==> config.mk <==
export PLATFORM = sky130hd
export DESIGN_NAME = mc16_core
export DESIGN_NICKNAME = d
export VERILOG_FILES = /design/src/rtl/mc16_pkg.sv /design/src/rtl/mc16_decode.sv /design/src/rtl/mc16_alu.sv /design/src/rtl/mc16_regfile.sv /design/src/rtl/mc16_seq.sv /design/src/rtl/mc16_core.sv
export SDC_FILE = /design/constraint.sdc
export NUM_CORES = 1
export LEC_CHECK = 0
export ABC_AREA = 1
export BUFFER_PORTS_ARGS = -buffer_cell sky130_fd_sc_hd__buf_2
export CELL_PAD_IN_SITES_DETAIL_PLACEMENT = 0
export CELL_PAD_IN_SITES_GLOBAL_PLACEMENT = 1
export CORE_MARGIN = 3
export CORE_UTILIZATION = 45
export DETAILED_ROUTE_END_ITERATION = 6
export PLACE_DENSITY = 0.88
export SYNTH_ARGS = -nofsm -noshare
export SYNTH_HDL_FRONTEND = slang
export SYNTH_SLANG_ARGS = --single-unit
export TNS_END_PERCENT = 1
==> constraint.sdc <==
create_clock -name clk_i -period 9.3 [get_ports clk_i]
set_input_delay 1.86 -clock clk_i [delete_from_list [all_inputs] [get_ports clk_i]]
set_output_delay 1.86 -clock clk_i [all_outputs]
set_load 0.01 [all_outputs]
==> src/rtl/mc16_pkg.sv <==
package mc16_pkg;
  localparam int unsigned W      = 16;
  localparam int unsigned OPC_W  = 4;
  localparam int unsigned REG_AW = 3;
  localparam int unsigned OFF_W  = 6;

  localparam logic [OPC_W-1:0] OPC_BRZ  = 4'b0000;
  localparam logic [OPC_W-1:0] OPC_ADD  = 4'b0001;
  localparam logic [OPC_W-1:0] OPC_AND  = 4'b0101;
  localparam logic [OPC_W-1:0] OPC_LDR  = 4'b0110;
  localparam logic [OPC_W-1:0] OPC_STR  = 4'b0111;
  localparam logic [OPC_W-1:0] OPC_NOT  = 4'b1001;
  localparam logic [OPC_W-1:0] OPC_JMPR = 4'b1100;

  typedef enum logic [3:0] {
    S_FMAR, S_FRD, S_FMDR, S_FIR,
    S_DEC,
    S_EA,
    S_OPREG, S_OPRD, S_OPMDR,
    S_EX,
    S_STREG, S_STMAR, S_STWR
  } phase_e;

  typedef enum logic [1:0] {ALU_ADD, ALU_AND, ALU_NOT, ALU_PASS} alu_op_e;

  typedef struct packed {
    logic              is_alu;
    logic              is_ldr;
    logic              is_str;
    logic              is_jmp;
    logic              is_brz;
    alu_op_e           alu_op;
    logic [REG_AW-1:0] rd;
    logic [REG_AW-1:0] rs1;
    logic [REG_AW-1:0] rs2;
    logic [W-1:0]      imm;
  } dec_t;
endpackage

==> src/rtl/mc16_decode.sv <==
module mc16_decode
  import mc16_pkg::*;
(
  input  logic [W-1:0] ir_i,
  output dec_t         dec_o
);
  localparam int unsigned RD_HI  = W - OPC_W - 1;
  localparam int unsigned RS1_HI = RD_HI - REG_AW;

  always_comb begin
    dec_o        = '0;
    dec_o.rd     = ir_i[RD_HI -: REG_AW];
    dec_o.rs1    = ir_i[RS1_HI -: REG_AW];
    dec_o.rs2    = ir_i[REG_AW-1:0];
    dec_o.imm    = {{(W-OFF_W){ir_i[OFF_W-1]}}, ir_i[OFF_W-1:0]};
    dec_o.alu_op = ALU_PASS;
    case (ir_i[W-1 -: OPC_W])
      OPC_ADD:  begin dec_o.is_alu = 1'b1; dec_o.alu_op = ALU_ADD; end
      OPC_AND:  begin dec_o.is_alu = 1'b1; dec_o.alu_op = ALU_AND; end
      OPC_NOT:  begin dec_o.is_alu = 1'b1; dec_o.alu_op = ALU_NOT; end
      OPC_LDR:  dec_o.is_ldr = 1'b1;
      OPC_STR:  dec_o.is_str = 1'b1;
      OPC_JMPR: dec_o.is_jmp = 1'b1;
      OPC_BRZ:  dec_o.is_brz = 1'b1;
      default:  ;
    endcase
  end
endmodule

==> src/rtl/mc16_alu.sv <==
module mc16_alu
  import mc16_pkg::*;
#(
  parameter int unsigned WIDTH = 16
) (
  input  alu_op_e          op_i,
  input  logic [WIDTH-1:0] a_i,
  input  logic [WIDTH-1:0] b_i,
  output logic [WIDTH-1:0] y_o
);
  always_comb begin
    case (op_i)
      ALU_ADD: y_o = a_i + b_i;
      ALU_AND: y_o = a_i & b_i;
      ALU_NOT: y_o = ~a_i;
      default: y_o = a_i;
    endcase
  end
endmodule

==> src/rtl/mc16_regfile.sv <==
module mc16_regfile #(
  parameter int unsigned WIDTH = 16,
  parameter int unsigned DEPTH = 8
) (
  input  logic                     clk_i,
  input  logic                     rst_ni,
  input  logic [$clog2(DEPTH)-1:0] raddr_a_i,
  input  logic [$clog2(DEPTH)-1:0] raddr_b_i,
  output logic [WIDTH-1:0]         rdata_a_o,
  output logic [WIDTH-1:0]         rdata_b_o,
  input  logic                     we_i,
  input  logic [$clog2(DEPTH)-1:0] waddr_i,
  input  logic [WIDTH-1:0]         wdata_i
);
  localparam int unsigned AW = $clog2(DEPTH);

  logic [WIDTH-1:0] rf [DEPTH];

  for (genvar g = 0; g < DEPTH; g++) begin : g_reg
    logic [WIDTH-1:0] r_q;
    always_ff @(posedge clk_i or negedge rst_ni) begin
      if (!rst_ni)                              r_q <= '0;
      else if (we_i && waddr_i == AW'(g))       r_q <= wdata_i;
    end
    assign rf[g] = r_q;
  end

  assign rdata_a_o = rf[raddr_a_i];
  assign rdata_b_o = rf[raddr_b_i];

  AST_RF_WRITE: assert property (@(posedge clk_i) disable iff (!rst_ni)
    we_i |=> rf[$past(waddr_i)] == $past(wdata_i));
endmodule

==> src/rtl/mc16_seq.sv <==
module mc16_seq
  import mc16_pkg::*;
(
  input  logic   clk_i,
  input  logic   rst_ni,
  input  logic   run_i,
  input  dec_t   dec_i,
  output phase_e state_o
);
  phase_e state_q, state_d;

  always_comb begin
    state_d = state_q;
    case (state_q)
      S_FMAR:  state_d = S_FRD;
      S_FRD:   state_d = S_FMDR;
      S_FMDR:  state_d = S_FIR;
      S_FIR:   state_d = S_DEC;
      S_DEC: begin
        if (dec_i.is_alu)                                           state_d = S_OPREG;
        else if (dec_i.is_ldr || dec_i.is_str || dec_i.is_jmp || dec_i.is_brz) state_d = S_EA;
        else                                                        state_d = S_FMAR;
      end
      S_EA: begin
        if (dec_i.is_ldr)      state_d = S_OPRD;
        else if (dec_i.is_jmp) state_d = S_EX;
        else                   state_d = S_OPREG;
      end
      S_OPREG: state_d = dec_i.is_str ? S_STMAR : S_EX;
      S_OPRD:  state_d = S_OPMDR;
      S_OPMDR: state_d = S_STREG;
      S_EX:    state_d = dec_i.is_alu ? S_STREG : S_FMAR;
      S_STREG: state_d = S_FMAR;
      S_STMAR: state_d = S_STWR;
      S_STWR:  state_d = S_FMAR;
      default: state_d = S_FMAR;
    endcase
  end

  always_ff @(posedge clk_i or negedge rst_ni) begin
    if (!rst_ni)    state_q <= S_FMAR;
    else if (run_i) state_q <= state_d;
  end

  assign state_o = state_q;

  AST_FETCH_TO_DEC: assert property (@(posedge clk_i) disable iff (!rst_ni)
    (run_i && state_q == S_FIR) |=> state_q == S_DEC);
  AST_HALT_HOLDS_PHASE: assert property (@(posedge clk_i) disable iff (!rst_ni)
    !run_i |=> state_q == $past(state_q));
  AST_UNUSED_OPC_REFETCH: assert property (@(posedge clk_i) disable iff (!rst_ni)
    (run_i && state_q == S_DEC && !dec_i.is_alu && !dec_i.is_ldr && !dec_i.is_str
     && !dec_i.is_jmp && !dec_i.is_brz) |=> state_q == S_FMAR);
endmodule

==> src/rtl/mc16_core.sv <==
module mc16_core
  import mc16_pkg::*;
#(
  parameter logic [15:0] RESET_PC = 16'h0000
) (
  input  logic        clk_i,
  input  logic        rst_ni,
  input  logic        run_i,
  output logic [15:0] mem_addr_o,
  output logic        mem_rd_o,
  output logic        mem_wr_o,
  output logic [15:0] mem_wdata_o,
  input  logic [15:0] mem_rdata_i
);
  localparam int unsigned NREG = 1 << REG_AW;

  phase_e        state;
  dec_t          dec;
  logic [W-1:0]  pc_q, ir_q, mar_q, mdr_q, opa_q, opb_q, res_q, ea_q;
  logic [W-1:0]  rd_a, rd_b, alu_y, ea_sum, rf_wdata;
  logic          rf_we;

  mc16_decode u_dec (.ir_i(ir_q), .dec_o(dec));

  mc16_seq u_seq (
    .clk_i(clk_i), .rst_ni(rst_ni), .run_i(run_i), .dec_i(dec), .state_o(state)
  );

  mc16_regfile #(.WIDTH(W), .DEPTH(NREG)) u_rf (
    .clk_i(clk_i), .rst_ni(rst_ni),
    .raddr_a_i(dec.rs1),
    .raddr_b_i(dec.is_str ? dec.rd : dec.rs2),
    .rdata_a_o(rd_a), .rdata_b_o(rd_b),
    .we_i(rf_we), .waddr_i(dec.rd), .wdata_i(rf_wdata)
  );

  mc16_alu #(.WIDTH(W)) u_alu (.op_i(dec.alu_op), .a_i(opa_q), .b_i(opb_q), .y_o(alu_y));

  // branch targets are relative to the already incremented PC
  assign ea_sum   = (dec.is_brz ? pc_q : rd_a) + dec.imm;
  assign rf_we    = run_i && state == S_STREG;
  assign rf_wdata = dec.is_ldr ? mdr_q : res_q;

  always_ff @(posedge clk_i or negedge rst_ni) begin
    if (!rst_ni) begin
      pc_q  <= RESET_PC;
      ir_q  <= '0;
      mar_q <= '0;
      mdr_q <= '0;
      opa_q <= '0;
      opb_q <= '0;
      res_q <= '0;
      ea_q  <= '0;
    end else if (run_i) begin
      case (state)
        S_FMAR:  mar_q <= pc_q;
        S_FMDR:  mdr_q <= mem_rdata_i;
        S_FIR: begin
          ir_q <= mdr_q;
          pc_q <= pc_q + W'(1);
        end
        S_EA: begin
          ea_q <= ea_sum;
          if (dec.is_ldr) mar_q <= ea_sum;
        end
        S_OPREG: begin
          opa_q <= rd_a;
          opb_q <= rd_b;
          if (dec.is_str) mdr_q <= rd_b;
        end
        S_OPMDR: mdr_q <= mem_rdata_i;
        S_EX: begin
          res_q <= alu_y;
          if (dec.is_jmp)                   pc_q <= ea_q;
          if (dec.is_brz && opa_q == '0)    pc_q <= ea_q;
        end
        S_STMAR: mar_q <= ea_q;
        default: ;
      endcase
    end
  end

  assign mem_addr_o  = mar_q;
  assign mem_wdata_o = mdr_q;
  assign mem_rd_o    = run_i && (state == S_FRD || state == S_OPRD);
  assign mem_wr_o    = run_i && state == S_STWR;

  AST_RW_EXCLUSIVE: assert property (@(posedge clk_i) disable iff (!rst_ni)
    !(mem_rd_o && mem_wr_o));
  AST_HALT_PC_HOLD: assert property (@(posedge clk_i) disable iff (!rst_ni)
    !run_i |=> pc_q == $past(pc_q));
  AST_PC_STEP: assert property (@(posedge clk_i) disable iff (!rst_ni)
    (run_i && state == S_FIR) |=> pc_q == $past(pc_q) + W'(1));
  AST_IR_FROM_MDR: assert property (@(posedge clk_i) disable iff (!rst_ni)
    (run_i && state == S_FIR) |=> ir_q == $past(mdr_q));
  AST_BR_FALLTHRU: assert property (@(posedge clk_i) disable iff (!rst_ni)
    (run_i && state == S_EX && dec.is_brz && opa_q != '0) |=> pc_q == $past(pc_q));
  AST_JMP_TARGET: assert property (@(posedge clk_i) disable iff (!rst_ni)
    (run_i && state == S_EX && dec.is_jmp) |=> pc_q == $past(ea_q));
endmodule

=== After elaboration in Yosys (flattened, before gate mapping) ===
Index checks and enable logic that the tools add are counted.

* Register bits after elaboration: 260
* Logic and storage cells: 119
* Bits of input ports: 19

* $lt $le $gt $ge: 2
* $add $sub $neg: 3
* Bitwise logic cells: 4
* Muxes and demuxes: 30
* Equal/unequal tests: 30
* Reductions and logical operators: 33

{| class="wikitable"
|+ Operators by type and width
! kind !! count
|-
| 16-bit 2-to-1 mux || 10
|-
| 16-bit binary-select mux with 3-bit select || 2
|-
| 16-bit case mux with 3 select lines || 2
|-
| 16-bit case mux with 2 select lines || 2
|-
| 4-bit case mux with 11 select lines || 1
|-
| 16-bit adder || 2
|-
| 4-bit by 3-bit equality test with 1-bit output, second input constant || 7
|-
| 4-bit equality test, second input constant || 7
|-
| 16-bit by 1-bit adder with 16-bit output, second input constant || 1
|-
| 16-bit bitwise AND || 1
|-
| 16-bit logical NOT || 1
|-
| 4-bit 2-to-1 mux || 4
|-
| 16-bit inverter || 1
|-
| 3-bit equality test, second input constant || 4
|-
| 1-bit logical AND || 12
|-
| 3-bit AND reduction || 3
|-
| 4-bit by 1-bit equality test with 1-bit output, second input constant || 2
|-
| 4-bit by 2-bit equality test with 1-bit output, second input constant || 2
|-
| 4-bit >= comparator, second input constant || 2
|-
| 4-bit logical NOT || 2
|-
| 3-bit inverter with 4-bit output || 2
|-
| 2-bit AND reduction || 4
|-
| 3-bit by 2-bit equality test with 1-bit output, second input constant || 2
|-
| 3-bit 2-to-1 mux || 2
|-
| other kinds (15) || 24
|}

=== Logic depth before layout (Yosys ltp) ===
Gate-level depths: netlist of the first run.

* Depth in word-level cells: 9
* Gate-level depth with buffers: 21
* Mapped depth without buffers: 19

=== Modules after synthesis ===
From an unflattened synthesis of the first run, not the netlist that was laid out.

* Cell total of the unflattened synthesis: 2,499
* Area total of the unflattened synthesis: 16,878.7 um2

{| class="wikitable"
|+ Modules (own cells, without submodules)
! module !! cells an instance !! sequential area each (um2) !! area each (um2) !! instances
|-
| mc16_regfile || 1,165 || 3,203.1 || 7,490.9 || 1
|-
| mc16_core || 961 || 3,203.1 || 7,342.0 || 1
|-
| mc16_alu || 269 || 0.0 || 1,432.6 || 1
|-
| mc16_seq || 59 || 100.1 || 347.8 || 1
|-
| mc16_decode || 45 || 0.0 || 265.3 || 1
|}

=== Worst setup path after synthesis of the first run ===
Ideal clock, no wire load.

* Path kind: input port to output port
* Start point: in run_i
* End point: out mem_wr_o
* Data arrival time: 2.369 ns
* Buffers on the path: 0
* Cell stages on the path: 2
* Slack: 5.071 ns
* Required time: 7.440 ns
* Cell sequence: inv_1 > nor4_1

* Longest elaborated chain between the ends: 1

{| class="wikitable"
|+ Ends and longest elaborated chain
! item !! line !! RTL
|-
| start: declaration || mc16_core.sv:8 || <nowiki>input logic run_i,</nowiki>
|-
| 1-bit logical AND || mc16_core.sv:86 || <nowiki>assign mem_wr_o = run_i && state == S_STWR;</nowiki>
|-
| end: declaration || mc16_core.sv:11 || <nowiki>output logic mem_wr_o,</nowiki>
|}

Every way passes these cells.

=== Worst setup path in the final report of the first run ===
Ends and elaborated chain as after synthesis.

==> results.toml, run 1 <==
[status]
outcome = "finished clean"

[floorplanning]
rows = 67
start_util = 0.4621
fp.dieW_um = 192.5
die-area_um2 = 37050
die_h_um = 192.5
coreArea_um2 = 33870
boundaryPins = 53

[layout]
regMostFlops = "u_rf.g.r_q"
nets = 2296
largest_reg_flops = 128
antenna_cells = 0
area_delta_synth_final_pct = 9.563
final-instance-count-excl-fill = 2712
drive_gt1_frac = 0.06979
fin_area_um2 = 17150

[clock_network]
cts_buffers = 29
cts-root-buf = "clkbuf_16"
cts_tree = "built"
cts_setup_buffers = 0
clkLatencyLatePin_ns = 0.59
clk_path_buf_depth = 3
cts_sinks = 260
ctsHtreeMaxLevel = 1
clk_pin_slew_worst_paths_ns = 0.06
cts_hold_buf = 0
cts_resized = 0

[pwr]
leakagePower_uw = 0.008504
power.density_nw_per_um2 = 344.3
vdd_drop_max_mv = 0.1949

[yosys]
yosys-top-cells-count = "693 x nand2_1, 307 x o21ai_0, 260 x dfrtp_1"
synth_area_um2 = 15650
yosysMostFrequentCell = "nand2_1"
yosysTopAreaCellShare = 0.4158
synth-edff-count = 0
yosys.area.top_type = "dfrtp_1"
yosysSeqAreaShare = 0.4158
ys_ff_latch = 260
syn_inst = 2247
syn-num-nets = 2300
synth_ff_type = "dfrtp_1"
yosysUniqueCellTypes = 43
synthArstFlopShare = 1.000
synth_warnings = 0
post_synth_main_area_contributors = "dfrtp_1 42%, nand2_1 17%, o21ai_0 9.8%, nand3_1 6.7%, inv_1 6.1%"
syn-mean-instance-area_um2 = 6.964

[setup_path]
cpMostUsedCell = "buf_2"
start_kind = "primary input"
critPathLaunch = "run_i"
path_max_fanout = 12
worstPathRequired_ns = 7.44
slowest_stage = "nor4_1"
crit_path_max_incr_delay_ns = 0.25
path_cells = "buf_2, inv_1, nor4_1, buf_2"
cp_top_family = "buffers and inverters"
crit_buf_inv = 3
crit_type = "primary input to output pin"
reg2reg_from = "ir_q[6]$_DFFE_PN0P_"
rrSetupSlack_ns = 5.11
endpoint_kind = "output pin"
arrival_ns = 2.67

[drt]
wl_mm = 50.20
via_count = 15100
drt_iter0_markers = 1464
routedWlPerCell_um = 18.51
via_per_inst = 5.569
drt_drc_violations_left = 0
drtAntennaViolNets = 0
drt_pass1_iterations = 7

[grt]
antenna_found_initial = 0
grt_pass1_vias = 14270
grt_remaining_overflow = 0
grt_max_degree = 130
track_usage = 0.2749
grt_pass1_wl_mm = 79.61

[timing]
finClkSkew_ns = 0.01823
rsz0062_at_grt = "no"
fin_crit_sh = 0.4876
finalSetupViolCount = 0
fin_tns_setup_ns = 0
fin_crit_ns = 4.535
slew_headroom = 0.2873
slew_violations = 0
hold_viol_final = 0
worstMarginPinSlew_ns = 1.067
fmax_mhz = 220.5

[placed_design]
dp_cells = 2660
dp_hpwl_mm = 33.60
place.gp.congestion = 0.8746
placed_area_um2 = 16230
portBuffers = 52

[worst_hold_path]
hold_path_class = "flop to flop"
min_from = "u_rf.g_reg[6].r_q[4]$_DFFE_PN0P_"

[job]
maxCapViolCount = 0
## final timing paths
path                            depth (start not counted)                                 to
worst max register to register                         17         mem_addr_o[12]$_DFFE_PN0P_
worst max-delay path                                    4                           mem_wr_o
worst min-delay path                                    2   u_rf.g_reg[6].r_q[4]$_DFFE_PN0P_
max in group asynchronous                               2  u_rf.g_reg[6].r_q[12]$_DFFE_PN0P_
worst min register to register                          2   u_rf.g_reg[6].r_q[4]$_DFFE_PN0P_
min in group asynchronous                               1               opb_q[8]$_DFFE_PN0P_
## logic make-up after synthesis
logic type,count (synthesis),share of synthesized area
AO/OA/AOI/OAI,493,0.1704
XOR/XNOR,15,0.008396
adder cells (fa/ha/maj),34,0.02814
buffers and inverters,378,0.09379
flip-flops,260,0.4158
AND/OR/NAND/NOR,1067,0.2835
## cells in the final DEF, fill, tap and decap left out, drive strengths merged, types with 2 or more instances in the layout
master and instances:
nand2 693, o21ai 318, inv 265, dfrtp 260
nand3 214, nor2 117, a21oi 109, buf 78
clkbuf 42, ha 32, o21a 16, a221oi 13
nand3b 12, xor2 12, o22ai 12, nand4 10
nor3 9, clkinv 8, or2 6, nor4 5
o21bai 4, a21o 4, a31oi 4, o211ai 4
xnor2 3, a211oi 3, a21boi 2, o221ai 2
fa 2
## routing by layer
| layer | global-route usage | vias to the layer above | part of all wire |
|---|---|---|---|
| li1 | - | 7277 | - |
| met1 | 0.3852 | 7133 | 0.45 |
| met2 | 0.4314 | 593 | 0.45 |
| met3 | 0.04832 | 99 | 0.073 |
| met5 | 0 | - | 0 |
| met4 | 0.09246 | 0 | 0.035 |
## stage by stage
stage	util	worst slack [ns]	hold WS (ns)	total power (uW)
after floorplan	-	5.071	0.4492	3689
after global placement	0.4792	4.782	0.4617	4685
after detailed placement	0.4792	4.770	0.4686	4722
after CTS	0.5062	4.766	0.4842	5870
after global routing	0.5062	4.686	0.5039	6368
final	0.5062	4.765	0.4825	5903
## worst reg2reg max path, stage by stage, from the launching register on
cell     delay, ns
dfrtp_2       0.33
buf_4         0.55
inv_2         0.66
a21oi_1       0.29
o21ai_0       0.11
nand3_1       0.11
nand2_1       0.31
o21ai_0       0.30
ha_1          0.31
a21oi_1       0.25
o21ai_0       0.16
nand2_1       0.10
nand3_1       0.12
nand2_1       0.08
inv_1         0.04
nor2_1        0.17
nand2_1       0.07
a21oi_1       0.12
## report_power, final
| part | switching (uW) | internal [uW] |
|---|---|---|
| Clock | 489 | 642 |
| Sequential | 309 | 1460 |
| Combinational | 2110 | 896 |
| Total | 2910 | 3000 |
## final cells by class
| type | count | area (um2) |
|---|---|---|
| timing repair buffer | 78 | 465.4 |
| fill | 3451 | 16720 |
| inverter | 265 | 994.7 |
| clock buffer | 42 | 824.5 |
| sequential | 260 | 6507 |
| clock inverter | 10 | 92.59 |
| multi-input combinational | 1609 | 7700 |
| tap | 448 | 560.5 |
No activity file was read; power rests on OpenSTA's default activity.
==> run 2, diff against run 1 <==
- CORE_UTILIZATION: 45 -> 42
- PLACE_DENSITY: 0.88 -> 0.87
- clock period: 9.3 -> 3.9 ns (I/O delays scaled with it)
==> run 2 against run 1 <==
  * Sequential power increased by 140%
  * Largest power group unchanged
  * Combinational power increased by 140%
  * Critical path depth increased by 14
  * Critical endpoint is now mem_addr_o[8]$_DFFE_PN0P_
  * Total power increased by 140%
  * Global-route usage decreased by 1.6 points
  * Non-clock buffer count increased by 13
==> results.toml, run 2 (synthesis gave the netlist of run 1 again) <==
[placed_design]
portBuffers = 52
dp_cells = 2693
place.gp.congestion = 0.9016
dp_hpwl_mm = 35.76

[timing]
slew_violations = 0
whs_ns = 0.2189
slew_headroom = 0.2858
hold_viol_final = 0
finClkSkew_ns = 0.008956
fin_crit_sh = 0.8126
fmax_mhz = 315.6
finalSetupViolCount = 0
fin_crit_ns = 3.169
worstMarginPinSlew_ns = 1.067
fin_tns_setup_ns = 0
rsz0062_at_grt = "no"

[drt]
wl_mm = 51.22
drt_pass1_iterations = 5
drt_iter0_markers = 1366
drt_drc_violations_left = 0
via_per_inst = 5.556
drtAntennaViolNets = 0
via_count = 15260
routedWlPerCell_um = 18.65

[pwr]
design_power_total_uw = 14260
power.density_nw_per_um2 = 820.4
leakagePower_uw = 0.008616
vdd_drop_max_mv = 0.4922

[worst_hold_path]
hold_path_class = "primary input to async pin"

[layout]
drive_gt1_frac = 0.07594
nets = 2310
regMostFlops = "u_rf.g.r_q"
num-fill-cells = 3685
final-instance-count-excl-fill = 2746
area_delta_synth_final_pct = 11.08
antenna_cells = 0
final_common_cell = "nand2_1"
largest_reg_flops = 128
final_cell_mix = "692 x nand2_1, 307 x o21ai_0, 259 x dfrtp_1"

[floorplanning]
die-area_um2 = 39610
fp.dieW_um = 199.0
die_h_um = 199.0
boundaryPins = 53
rows = 70
coreArea_um2 = 36700
start_util = 0.4264

[clock_network]
ctsHtreeMaxLevel = 1
clk_path_buf_depth = 3
cts_tree = "built"
cts_hold_buf = 0
cts_setup_buffers = 0
cts_buffers = 30
clk_pin_slew_worst_paths_ns = 0.06
cts-root-buf = "clkbuf_16"
cts_sinks = 260
clkLatencyLatePin_ns = 0.57
cts_resized = 0

[status]
outcome = "finished clean"

[setup_path]
crit_type = "flop to flop"
arrival_ns = 3.66
path_cells = "nor2_1, nand2_1, inv_1, buf_4, o21ai_0, ha_1, inv_1, fa_1, inv_1, nand3_1, nand2_1, nand2_1, nand2_1, inv_1, o21ai_0, or2_2, nand3_1, a21oi_1"
endpoint_kind = "flop"
crit_buf_inv = 5
worstPathRequired_ns = 4.39
crit_path_max_incr_delay_ns = 0.45
cp_top_family = "simple AND/OR/NAND/NOR gates"
slowest_stage = "dfrtp_1"
path_max_fanout = 22
start_kind = "flop"

[grt]
antenna_found_initial = 1
track_usage = 0.2594
grt_pass1_wl_mm = 81.21
grt_pass1_vias = 14400
grt_max_degree = 108
grt_remaining_overflow = 0

[job]
maxCapViolCount = 0
==> run 2: cell types whose count changed in the layout (fill, tap and decap cells not counted) <==
cell,previous run,this run
bufinv_16,1,2
clkinv_8,0,1
clkbuf_1,8,7
inv_16,1,0
buf_12,0,4
clkbuf_16,29,30
clkinv_2,7,5
buf_4,26,35
clkbuf_8,5,7
==> run 2: final cells by class <==
cell class	instances	area, um2	area share
Timing Repair Buffer	91	613.1	0.03527
Inverter	265	994.7	0.05722
Tap cell	468	585.6	0.03369
Multi-Input combinational cell	1609	7700	0.4430
Sequential cell	260	6507	0.3744
Clock inverter	9	108.9	0.006262
Clock buffer	44	873.3	0.05024
==> run 2: metrics by stage <==
step	setup WS, ns	util	cell area [um2]
after floorplan	0.8951	-	15650
after global placement	0.8518	0.4469	16400
after detailed placement	0.7894	0.4469	16400
after CTS	0.7651	0.4737	17380
after global routing	0.3462	0.4737	17380
final	0.7310	0.4737	17380
==> run 2: worst paths after layout <==
kind	end	slack (ns)	from	cells past startpoint
worst max-delay path	mem_addr_o[8]$_DFFE_PN0P_	0.73	ir_q[15]$_DFFE_PN0P_	18
worst min-delay path	opb_q[6]$_DFFE_PN0P_	0.22	rst_ni	1
worst max register to register	mem_addr_o[8]$_DFFE_PN0P_	0.73	ir_q[15]$_DFFE_PN0P_	18
worst min register to register	mem_addr_o[2]$_DFFE_PN0P_	0.48	mem_addr_o[2]$_DFFE_PN0P_	2
max in group asynchronous	mem_wdata_o[7]$_DFFE_PN0P_	2.68	rst_ni	2
min in group clk_i	mem_addr_o[2]$_DFFE_PN0P_	0.48	mem_addr_o[2]$_DFFE_PN0P_	2
==> run 2: per-layer routing <==
metal  routed length (um)  track usage
met3                 4222      0.05488
met1                22530       0.3607
met5                   13            0
met2                22430       0.3999
met4                 2030      0.09604
==> run 2: report_power, final <==
part	switching (uW)	internal (uW)	leakage [uW]
clock	1140	1670	0.000483
combinational	4980	2210	0.00488
sequential	783	3480	0.00325
total	6900	7360	0.00862
